===== config.mk =====
export PLATFORM = sky130hd
export DESIGN_NAME = extbus_strobe_ctrl
export DESIGN_NICKNAME = d
export VERILOG_FILES = /design/src/rtl/extbus_pkg.sv /design/src/rtl/extbus_phase_fsm.sv /design/src/rtl/extbus_xfer_regs.sv /design/src/rtl/extbus_pad_drive.sv /design/src/rtl/extbus_strobe_ctrl.sv
export SDC_FILE = /design/constraint.sdc
export NUM_CORES = 1
export LEC_CHECK = 0
export ABC_AREA = 1
export BUFFER_PORTS_ARGS = -buffer_cell sky130_fd_sc_hd__buf_2
export CORE_ASPECT_RATIO = 2
export CORE_MARGIN = 2
export CORE_UTILIZATION = 45
export DETAILED_ROUTE_END_ITERATION = 12
export PLACE_DENSITY = 0.83
export REMOVE_ABC_BUFFERS = 1
export SLEW_MARGIN = 20
export SYNTH_ARGS = -nofsm -noshare
export SYNTH_HDL_FRONTEND = slang
export SYNTH_SLANG_ARGS = --single-unit

===== constraint.sdc =====
create_clock -name clk -period 1.4 [get_ports clk]
set_input_delay 0.14 -clock clk [delete_from_list [all_inputs] [get_ports clk]]
set_output_delay 0.14 -clock clk [all_outputs]
set_load 0.03 [all_outputs]

===== src/rtl/extbus_pkg.sv =====
package extbus_pkg;

    typedef enum logic [2:0] {
        PH_IDLE  = 3'd0,
        PH_SETUP = 3'd1,
        PH_ASLO  = 3'd2,
        PH_TURN  = 3'd3,
        PH_DSLO  = 3'd4,
        PH_FIN   = 3'd5
    } phase_e;

    typedef struct packed {
        logic as_low;
        logic ds_low;
        logic addr_drive;
        logic data_window;
        logic capture;
        logic done;
        logic active;
    } phase_ctl_t;

    function automatic phase_ctl_t decode_phase(input phase_e ph);
        phase_ctl_t c;
        c = '0;
        unique case (ph)
            PH_SETUP: begin c.addr_drive = 1'b1; c.active = 1'b1; end
            PH_ASLO:  begin c.addr_drive = 1'b1; c.as_low = 1'b1; c.active = 1'b1; end
            PH_TURN:  begin c.data_window = 1'b1; c.active = 1'b1; end
            PH_DSLO:  begin c.data_window = 1'b1; c.ds_low = 1'b1;
                            c.capture = 1'b1; c.active = 1'b1; end
            PH_FIN:   begin c.data_window = 1'b1; c.done = 1'b1; c.active = 1'b1; end
            default:  c = '0;
        endcase
        return c;
    endfunction

    function automatic phase_e next_phase(input phase_e ph, input logic req);
        phase_e n;
        unique case (ph)
            PH_IDLE:  n = req ? PH_SETUP : PH_IDLE;
            PH_SETUP: n = PH_ASLO;
            PH_ASLO:  n = PH_TURN;
            PH_TURN:  n = PH_DSLO;
            PH_DSLO:  n = PH_FIN;
            default:  n = PH_IDLE;
        endcase
        return n;
    endfunction

endpackage


===== src/rtl/extbus_phase_fsm.sv =====
module extbus_phase_fsm
    import extbus_pkg::*;
(
    input  logic   clk,
    input  logic   rst,
    input  logic   req,
    output phase_e phase,
    output logic   accept
);
    phase_e phase_q;

    assign accept = (phase_q == PH_IDLE) && req;
    assign phase  = phase_q;

    always_ff @(posedge clk) begin
        if (rst) phase_q <= PH_IDLE;
        else     phase_q <= next_phase(phase_q, req);
    end
endmodule


===== src/rtl/extbus_xfer_regs.sv =====
module extbus_xfer_regs #(
    parameter int ADDR_W = 16,
    parameter int DATA_W = 8
) (
    input  logic              clk,
    input  logic              rst,
    input  logic              accept,
    input  logic              req_wr,
    input  logic [ADDR_W-1:0] req_addr,
    input  logic [DATA_W-1:0] req_wdata,
    input  logic              capture,
    input  logic [DATA_W-1:0] ad_in,
    input  logic              float_en,
    output logic              wr_q,
    output logic [ADDR_W-1:0] addr_q,
    output logic [DATA_W-1:0] wdata_q,
    output logic [DATA_W-1:0] rdata_q,
    output logic              float_q
);
    always_ff @(posedge clk) begin
        if (rst) begin
            wr_q    <= 1'b0;
            addr_q  <= '0;
            wdata_q <= '0;
        end else if (accept) begin
            wr_q    <= req_wr;
            addr_q  <= req_addr;
            wdata_q <= req_wdata;
        end
    end

    always_ff @(posedge clk) begin
        if (rst)                 rdata_q <= '0;
        else if (capture && !wr_q) rdata_q <= ad_in;
    end

    always_ff @(posedge clk) begin
        if (rst) float_q <= 1'b0;
        else     float_q <= float_en;
    end
endmodule


===== src/rtl/extbus_pad_drive.sv =====
module extbus_pad_drive
    import extbus_pkg::*;
#(
    parameter int ADDR_W = 16,
    parameter int DATA_W = 8
) (
    input  phase_e            phase,
    input  logic              wr_q,
    input  logic [ADDR_W-1:0] addr_q,
    input  logic [DATA_W-1:0] wdata_q,
    input  logic              float_q,
    output logic [DATA_W-1:0] ad_o,
    output logic              ad_oe,
    output logic [ADDR_W-DATA_W-1:0] ahi_o,
    output logic              ahi_oe,
    output logic              as_n,
    output logic              ds_n,
    output logic              rw,
    output logic              ctl_oe,
    output logic              done,
    output logic              ready,
    output logic              capture
);
    localparam int HI_W = ADDR_W - DATA_W;

    phase_ctl_t ctl;
    logic       send_data;

    assign ctl       = decode_phase(phase);
    assign send_data = ctl.data_window && wr_q;

    for (genvar b = 0; b < DATA_W; b++) begin : g_admux
        assign ad_o[b] = send_data ? wdata_q[b] : addr_q[b];
    end

    assign ahi_o   = addr_q[ADDR_W-1 -: HI_W];
    assign ad_oe   = !float_q && (ctl.addr_drive || send_data);
    assign ahi_oe  = !float_q;
    assign ctl_oe  = !float_q;
    assign as_n    = !ctl.as_low;
    assign ds_n    = !ctl.ds_low;
    assign rw      = !(ctl.active && wr_q);
    assign done    = ctl.done;
    assign ready   = !ctl.active;
    assign capture = ctl.capture;
endmodule


===== src/rtl/extbus_strobe_ctrl.sv =====
module extbus_strobe_ctrl
    import extbus_pkg::*;
#(
    parameter int ADDR_W = 16,
    parameter int DATA_W = 8
) (
    input  logic                     clk,
    input  logic                     rst,
    input  logic                     req_i,
    input  logic                     req_wr_i,
    input  logic [ADDR_W-1:0]        req_addr_i,
    input  logic [DATA_W-1:0]        req_wdata_i,
    input  logic                     float_en_i,
    output logic                     ready_o,
    output logic                     done_o,
    output logic [DATA_W-1:0]        rdata_o,
    input  logic [DATA_W-1:0]        ad_i,
    output logic [DATA_W-1:0]        ad_o,
    output logic                     ad_oe_o,
    output logic [ADDR_W-DATA_W-1:0] ahi_o,
    output logic                     ahi_oe_o,
    output logic                     as_n_o,
    output logic                     ds_n_o,
    output logic                     rw_o,
    output logic                     ctl_oe_o
);
    phase_e            phase;
    logic              accept;
    logic              capture;
    logic              wr_q;
    logic              float_q;
    logic [ADDR_W-1:0] addr_q;
    logic [DATA_W-1:0] wdata_q;

    extbus_phase_fsm u_fsm (
        .clk    (clk),
        .rst    (rst),
        .req    (req_i),
        .phase  (phase),
        .accept (accept)
    );

    extbus_xfer_regs #(.ADDR_W(ADDR_W), .DATA_W(DATA_W)) u_regs (
        .clk       (clk),
        .rst       (rst),
        .accept    (accept),
        .req_wr    (req_wr_i),
        .req_addr  (req_addr_i),
        .req_wdata (req_wdata_i),
        .capture   (capture),
        .ad_in     (ad_i),
        .float_en  (float_en_i),
        .wr_q      (wr_q),
        .addr_q    (addr_q),
        .wdata_q   (wdata_q),
        .rdata_q   (rdata_o),
        .float_q   (float_q)
    );

    extbus_pad_drive #(.ADDR_W(ADDR_W), .DATA_W(DATA_W)) u_pads (
        .phase   (phase),
        .wr_q    (wr_q),
        .addr_q  (addr_q),
        .wdata_q (wdata_q),
        .float_q (float_q),
        .ad_o    (ad_o),
        .ad_oe   (ad_oe_o),
        .ahi_o   (ahi_o),
        .ahi_oe  (ahi_oe_o),
        .as_n    (as_n_o),
        .ds_n    (ds_n_o),
        .rw      (rw_o),
        .ctl_oe  (ctl_oe_o),
        .done    (done_o),
        .ready   (ready_o),
        .capture (capture)
    );
endmodule


== After elaboration in Yosys (flattened, before gate mapping) ==
Index checks and enable logic that the tools add are counted.

* Bits in registers: 37
* Bits of input ports: 37
* Logic and storage cells: 43

* Muxes and demuxes: 16
* Reductions and logical operators: 16
* Equality and inequality tests: 5

{| class="wikitable"
|+ Operators by type and width
! operator !! number
|-
| 1-bit 2-to-1 mux || 15
|-
| 3-bit case mux with 5 select lines || 1
|-
| 3-bit by 2-bit == test with 1-bit output (second input constant) || 2
|-
| 3-bit == test (second input constant) || 2
|-
| 1-bit zero test || 6
|-
| 1-bit logical AND || 5
|-
| 5-bit OR reduction || 1
|-
| 3-bit by 1-bit == test with 1-bit output (second input constant) || 1
|-
| 3-bit zero test || 1
|-
| 3-bit OR reduction || 1
|-
| 2-bit OR reduction || 1
|-
| 1-bit logical OR || 1
|}

== Longest topological paths before layout ==
* Depth in word-level cells: 6
* Gate-level depth with buffers: 6
* Mapped depth without buffers: 6

== By module ==
Synthesis repeated with hierarchy kept, for this count alone.

* Cells, all modules: 235
* Area, all modules: 1666.6 um2

{| class="wikitable"
|+ By module, submodules not included
! module !! instances !! area an instance (um2) !! cells an instance !! sequential area each (um2)
|-
| extbus_xfer_regs || 1 || 1249.9 || 164 || 680.7
|-
| extbus_pad_drive || 1 || 287.8 || 53 || 0.0
|-
| extbus_phase_fsm || 1 || 128.9 || 18 || 60.1
|}

== Worst setup path before layout ==
No wires, ideal clock.

* Path kind: reg2out
* Start: register u_fsm.phase_q[1], in the netlist u_fsm.phase[1]
* End: output port rw_o
* Stages on the path, launching flop included: 6
* Buffers on the path: 0
* Setup slack: -33 ps
* Data arrival time: 1293 ps
* Cell sequence: dfxtp_1 inv_1 nand2_1 nor2_8 nor3_4 or2_1

* Longest elaborated chain between the ends: 5
* Elaborated cells on any way between the ends: 9

{| class="wikitable"
|+ RTL lines
! what !! line !! text
|-
| from (decl) || extbus_phase_fsm.sv:10 || <nowiki>phase_e phase_q;</nowiki>
|-
| from (signal assigned) || extbus_phase_fsm.sv:17 || <nowiki>else phase_q <= next_phase(phase_q, req);</nowiki>
|-
| 3-bit by 1-bit == test with 1-bit output (tied with other cells) || extbus_pkg.sv:25 || <nowiki>unique case (ph)</nowiki>
|-
| 5-bit OR reduction (no line) * || n/a ||
|-
| 1-bit 2-to-1 mux * || extbus_pkg.sv:25 ||
|-
| 1-bit logical AND * || extbus_pad_drive.sv:42 || <nowiki>assign rw = !(ctl.active && wr_q);</nowiki>
|-
| 1-bit zero test * || extbus_pad_drive.sv:42 ||
|-
| to (decl) || extbus_strobe_ctrl.sv:24 || <nowiki>output logic rw_o,</nowiki>
|}

Mark *: on every way between the ends. The rest lies on a longest branch, timed or not.

== Final worst setup path ==
* Start: register u_fsm.phase_q[1], in the netlist u_fsm.phase[1]
* End: output port ad_oe_o

* Longest elaborated chain between the ends: 6
* Elaborated cells on any way between the ends: 12

{| class="wikitable"
|+ RTL lines
! what !! line !! text
|-
| 3-bit by 2-bit == test with 1-bit output or 3-bit == test (tied branches) || extbus_pkg.sv:25 ||
|-
| 3-bit OR reduction (no line) || n/a ||
|-
| 1-bit 2-to-1 mux || extbus_pkg.sv:25 ||
|-
| 1-bit logical AND || extbus_pad_drive.sv:30 || <nowiki>assign send_data = ctl.data_window && wr_q;</nowiki>
|-
| 1-bit logical OR * || extbus_pad_drive.sv:37 || <nowiki>assign ad_oe = !float_q && (ctl.addr_drive || send_data);</nowiki>
|-
| 1-bit logical AND * || extbus_pad_drive.sv:37 ||
|-
| to (decl) || extbus_strobe_ctrl.sv:19 || <nowiki>output logic ad_oe_o,</nowiki>
|}

Marked as above.

==> impl.org <==
** Clocking
- Buffers inserted during clock tree synthesis total 5.
- Number of sinks on the clock net :: 37
- In this run the number of H-tree levels came out at 2.
- Reg clk slew, reported paths :: 0.07 ns
- TritonCTS built the clock tree.
- In this run the deepest clock path goes through 2 buffers.
- The root buffer cell chosen for the clock tree is sky130_fd_sc_hd__clkbuf_8.
- Hold repair after CTS inserted 0 buffers.
- At the later pin of the worst-skew pair, clock insertion delay measures 0.29 ns.

** Setup path
- STA classifies the critical path endpoint as a primary output.
- The critical path is of the reg2out type.
- Critical Path Source Type :: flop
- The slowest stage of the critical path belongs to the cell sky130_fd_sc_hd__dfxtp_4.
- Worst reg2reg path endpoint :: u_regs.wdata_q[2]
- The critical path runs through a total of 7 cells.
- Tracing the worst setup path back leads to its startpoint at u_fsm.phase[1].
- Ordered cell list for the critical path :: inv_4 -> nor2_4 -> nand2_2 -> nand2_1 -> inv_1 -> a21oi_4 -> buf_6
- Critical path's top delay family :: flip-flops
- Together, buffers and inverters on the worst path number 3.
- In this run the worst setup path terminates at ad_oe_o.
- On the worst path, the slowest cell contributes a delay of 0.40 ns.
- For the worst setup path, the data arrival time is 1.41 ns.
- In this run the register-to-register setup slack is 0.08 ns.
- Maximum fanout count along the critical path :: 4
- For the worst setup path, the data required time is 1.26 ns.
- The number of cells on the worst reg-to-reg path is 7.
- Startpoint of the worst-slack reg-to-reg timing path :: u_fsm.phase[0]

** Power and ir drop
- The analysis attributes to cell leakage a power of 1.055 nW.
- Sequential cells burn 43.6% of the power.
- The internal power of the cells totals 1.881 mW.
- For this design the total switching power over the nets is 996.6 uW.
- Power per unit of standard cell area :: 1246 nW/um2
- Switching share of power :: 34.64%
- Peak supply drop :: 0.001196 V
- Gate power share :: 31.3%
- Clock power frac :: 25.1%

** Finish
- Relative to the synthesized area, the layout overhead comes to 40.59%.
- Once layout is complete, the cells apart from fillers number 328.
- Net count of the finished layout :: 315
- Layout cell share with drive strength beyond 1 :: 44.80%
- Counting the fill cells in the layout gives 337.
- Measured on the finished design, the core utilization comes to 64.73%.
- Antenna Cells :: 0

** Placement
- Cell total after placement :: 317
- The wire-length estimate of the detail-placed layout is 2.617 mm.
- Buffers added on ports :: 68
- Timing analysis after detailed placement gives a worst setup slack of 0.05698 ns.
- Routability-driven placement finished with a final weighted congestion of 0.7636.

** Synthesis
- Synthesis handed over a netlist of 209 instances.
- The biggest area contributor in the post-synthesis netlist is sky130_fd_sc_hd__dfxtp_1.
- Post-synthesis async set-or-reset flop share :: 0%
- Averaged over all synthesized cells, the footprint is 7.860 um2.
- Post-synth EDFFs :: 0
- Largest cells by area after synthesis :: sky130_fd_sc_hd__dfxtp_1, sky130_fd_sc_hd__a21oi_1, sky130_fd_sc_hd__inv_1
- Summed instance area of the synthesized netlist :: 1643 um2
- Number of flip-flops and latches in the synthesized netlist :: 37
- sky130_fd_sc_hd__dfxtp_1 is the most common cell in the netlist.
- For this run, the leading register cell type out of synthesis is sky130_fd_sc_hd__dfxtp_1.
- Number of warnings issued by yosys :: 0
- Seq/Total Area, Yosys :: 45.09%
- In this run, distinct cell masters in the synthesized netlist total 23.
- Commonest cells post-synth :: sky130_fd_sc_hd__dfxtp_1, sky130_fd_sc_hd__a21oi_1, sky130_fd_sc_hd__inv_1, sky130_fd_sc_hd__nand2_1, sky130_fd_sc_hd__nand3_1
- Post-synth top area share :: 45.09%

** Drt
- Detailed-route wire length per cell :: 12.28 um
- Using the TritonRoute via totals, the vias-per-cell ratio works out to 4.747.
- DRT antenna net count :: 0
- The routed layout has 1557 vias.
- For this run, design rule violations remaining after detail routing come to 0.
- Count of TritonRoute iterations in the first routing pass :: 4
- Overall routed net length :: 4.027 mm
- The detailed router finished its first iteration with 34 violations.

** STA
- Setup repair after global routing missed its margin :: yes
- Slew @ Worst Pin :: 0.2481 ns
- Counting I/O delays and the setup requirement, the final critical path takes 1.555 ns.
- For this run, the top clock speed supported by timing is 643.2 MHz.
- Period utilization :: 111.1%
- Number of failing setup endpoints in the final timing report :: 10
- Hold is met by 0.05152 ns.
- The final max-slew violation count was 0.
- Setup slack on the critical path of the routed design comes to -0.1548 ns.
- Remaining max-slew budget at the tightest pin :: 83.46%
- The number of failing hold endpoints at the final stage is 0.
- Worst clock skew :: 0.003450 ns
- Final-layout setup total negative slack :: -1.267 ns

** Floorplanning
- Once the floorplan was initialized, standard cells occupied 46.04% of the core.
- Measured along the x axis, the die boundary spans 46.73 um.
- Core region area :: 3568 um2
- The floorplan has 31 rows.
- Top Ports :: 69
- Die area :: 4180 um2
- Die extent in y :: 89.45 um

** Worst hold path
- Hold/Removal Path Class :: in2reg

** Run status
- Violations in the final reports :: negative setup slack
- Result of the run :: finished, violations left

** GRT
- Vias in the first global route :: 1444
- Pin count of the biggest net entering global routing :: 52
- Remaining Overflow, GRT :: 0
- Gr usage total :: 20.13%
- Antenna violations before repair :: 0
- The first global-routing pass estimated 6.127 mm of wire.

** Job
- Max_cap viols :: 0
worst min-delay path by stage:
stage                          start              to  slack, ns  cells after the start
after floorplan                  rst  u_fsm.phase[2]       0.21                      1
after global placement    float_en_i  u_regs.float_q       0.35                      3
after detailed placement  float_en_i  u_regs.float_q       0.35                      3
after CTS                 float_en_i  u_regs.float_q       0.05                      3
after global routing      float_en_i  u_regs.float_q       0.05                      3
final                     float_en_i  u_regs.float_q       0.05                      3
power by group through the flow:
| stage | clock network (mW) | registers [mW] | logic (mW) |
|---|---|---|---|
| after floorplan | 0 | 1.32 | 0.407 |
| after global placement | 0 | 1.25 | 0.730 |
| after detailed placement | 0 | 1.26 | 0.742 |
| after CTS | 0.746 | 1.25 | 0.847 |
| after global routing | 0.793 | 1.27 | 0.982 |
| final | 0.723 | 1.25 | 0.901 |
flip-flops by register name, indices dropped and copies added, names as in the netlist:
signal and cells:
u_fsm.phase 3, u_regs.addr_q 16, u_regs.float_q 1, u_regs.rdata_q 8, u_regs.wdata_q 8, u_regs.wr_q 1
cells in the final DEF, fill, tap and decap left out, types with 2 or more instances in the layout:
| master | synthesis | final |
|---|---|---|
| sky130_fd_sc_hd__a21oi_1 | 34 | 34 |
| sky130_fd_sc_hd__buf_12 | 0 | 2 |
| sky130_fd_sc_hd__buf_2 | 3 | 57 |
| sky130_fd_sc_hd__buf_4 | 10 | 9 |
| sky130_fd_sc_hd__buf_6 | 3 | 12 |
| sky130_fd_sc_hd__clkbuf_8 | 0 | 5 |
| sky130_fd_sc_hd__clkinv_2 | 0 | 2 |
| sky130_fd_sc_hd__dfxtp_1 | 37 | 33 |
| sky130_fd_sc_hd__dfxtp_4 | 0 | 3 |
| sky130_fd_sc_hd__inv_1 | 31 | 30 |
| sky130_fd_sc_hd__inv_4 | 0 | 2 |
| sky130_fd_sc_hd__nand2_1 | 27 | 17 |
| sky130_fd_sc_hd__nand2_2 | 2 | 12 |
| sky130_fd_sc_hd__nand3_1 | 17 | 11 |
| sky130_fd_sc_hd__nand3_2 | 1 | 7 |
| sky130_fd_sc_hd__nand3_4 | 2 | 2 |
| sky130_fd_sc_hd__nor2_1 | 3 | 2 |
| sky130_fd_sc_hd__nor2_4 | 0 | 2 |
| sky130_fd_sc_hd__o21ai_0 | 15 | 12 |
| sky130_fd_sc_hd__o21ai_1 | 10 | 13 |
metrics by stage:
| stage | power [mW] | area, um2 |
|---|---|---|
| final | 2.877 | 2310 |
| after global routing | 3.042 | 2310 |
| after CTS | 2.838 | 2248 |
| after detailed placement | 1.997 | 2009 |
| after global placement | 1.981 | 2009 |
| after floorplan | 1.722 | 1508 |
worst register-to-register path, delay by kind of cell (launching register included):
family          cells  cell delay [ns]
buf+inv             3             0.39
flops               1             0.38
compound gates      2             0.23
simple gates        2             0.21
cell type report:
| class | count | area, um2 | area share (%) |
|---|---|---|---|
| sequential | 37 | 753.2 | 32.61 |
| multi-input combinational | 120 | 726.9 | 31.47 |
| timing repair buffer | 81 | 553.0 | 23.94 |
| inverter | 33 | 128.9 | 5.580 |
| clock buffer | 5 | 68.82 | 2.979 |
| tap | 49 | 61.31 | 2.654 |
| clock inverter | 3 | 17.52 | 0.7584 |
routing by layer:
layer  GRT usage, %  vias to the layer above  part of all wire [%]
li1               -                      800                     -
met1          19.63                      698                    37
met2          37.12                       52                    56
met3          4.444                        7                   5.0
met4          10.35                        0                   2.0
met5              0                        -                     0
kinds of logic after synthesis:
group,count (synthesis),synth area share (%)
AOI/OAI and AO/OA,61,18.89
buffers and inverters,52,15.76
DFF,37,45.09
and+or+nand+nor,59,20.26
repair_timing:
action	4_1_cts	5_1_grt
endpoints found under the setup margin	11	14
gates resized for setup	41	16
endpoints found under the hold margin	0	0
gates cloned	0	1
pin swaps	7	4
buffers inserted	2	0
Power figures use the tool's default switching activity.
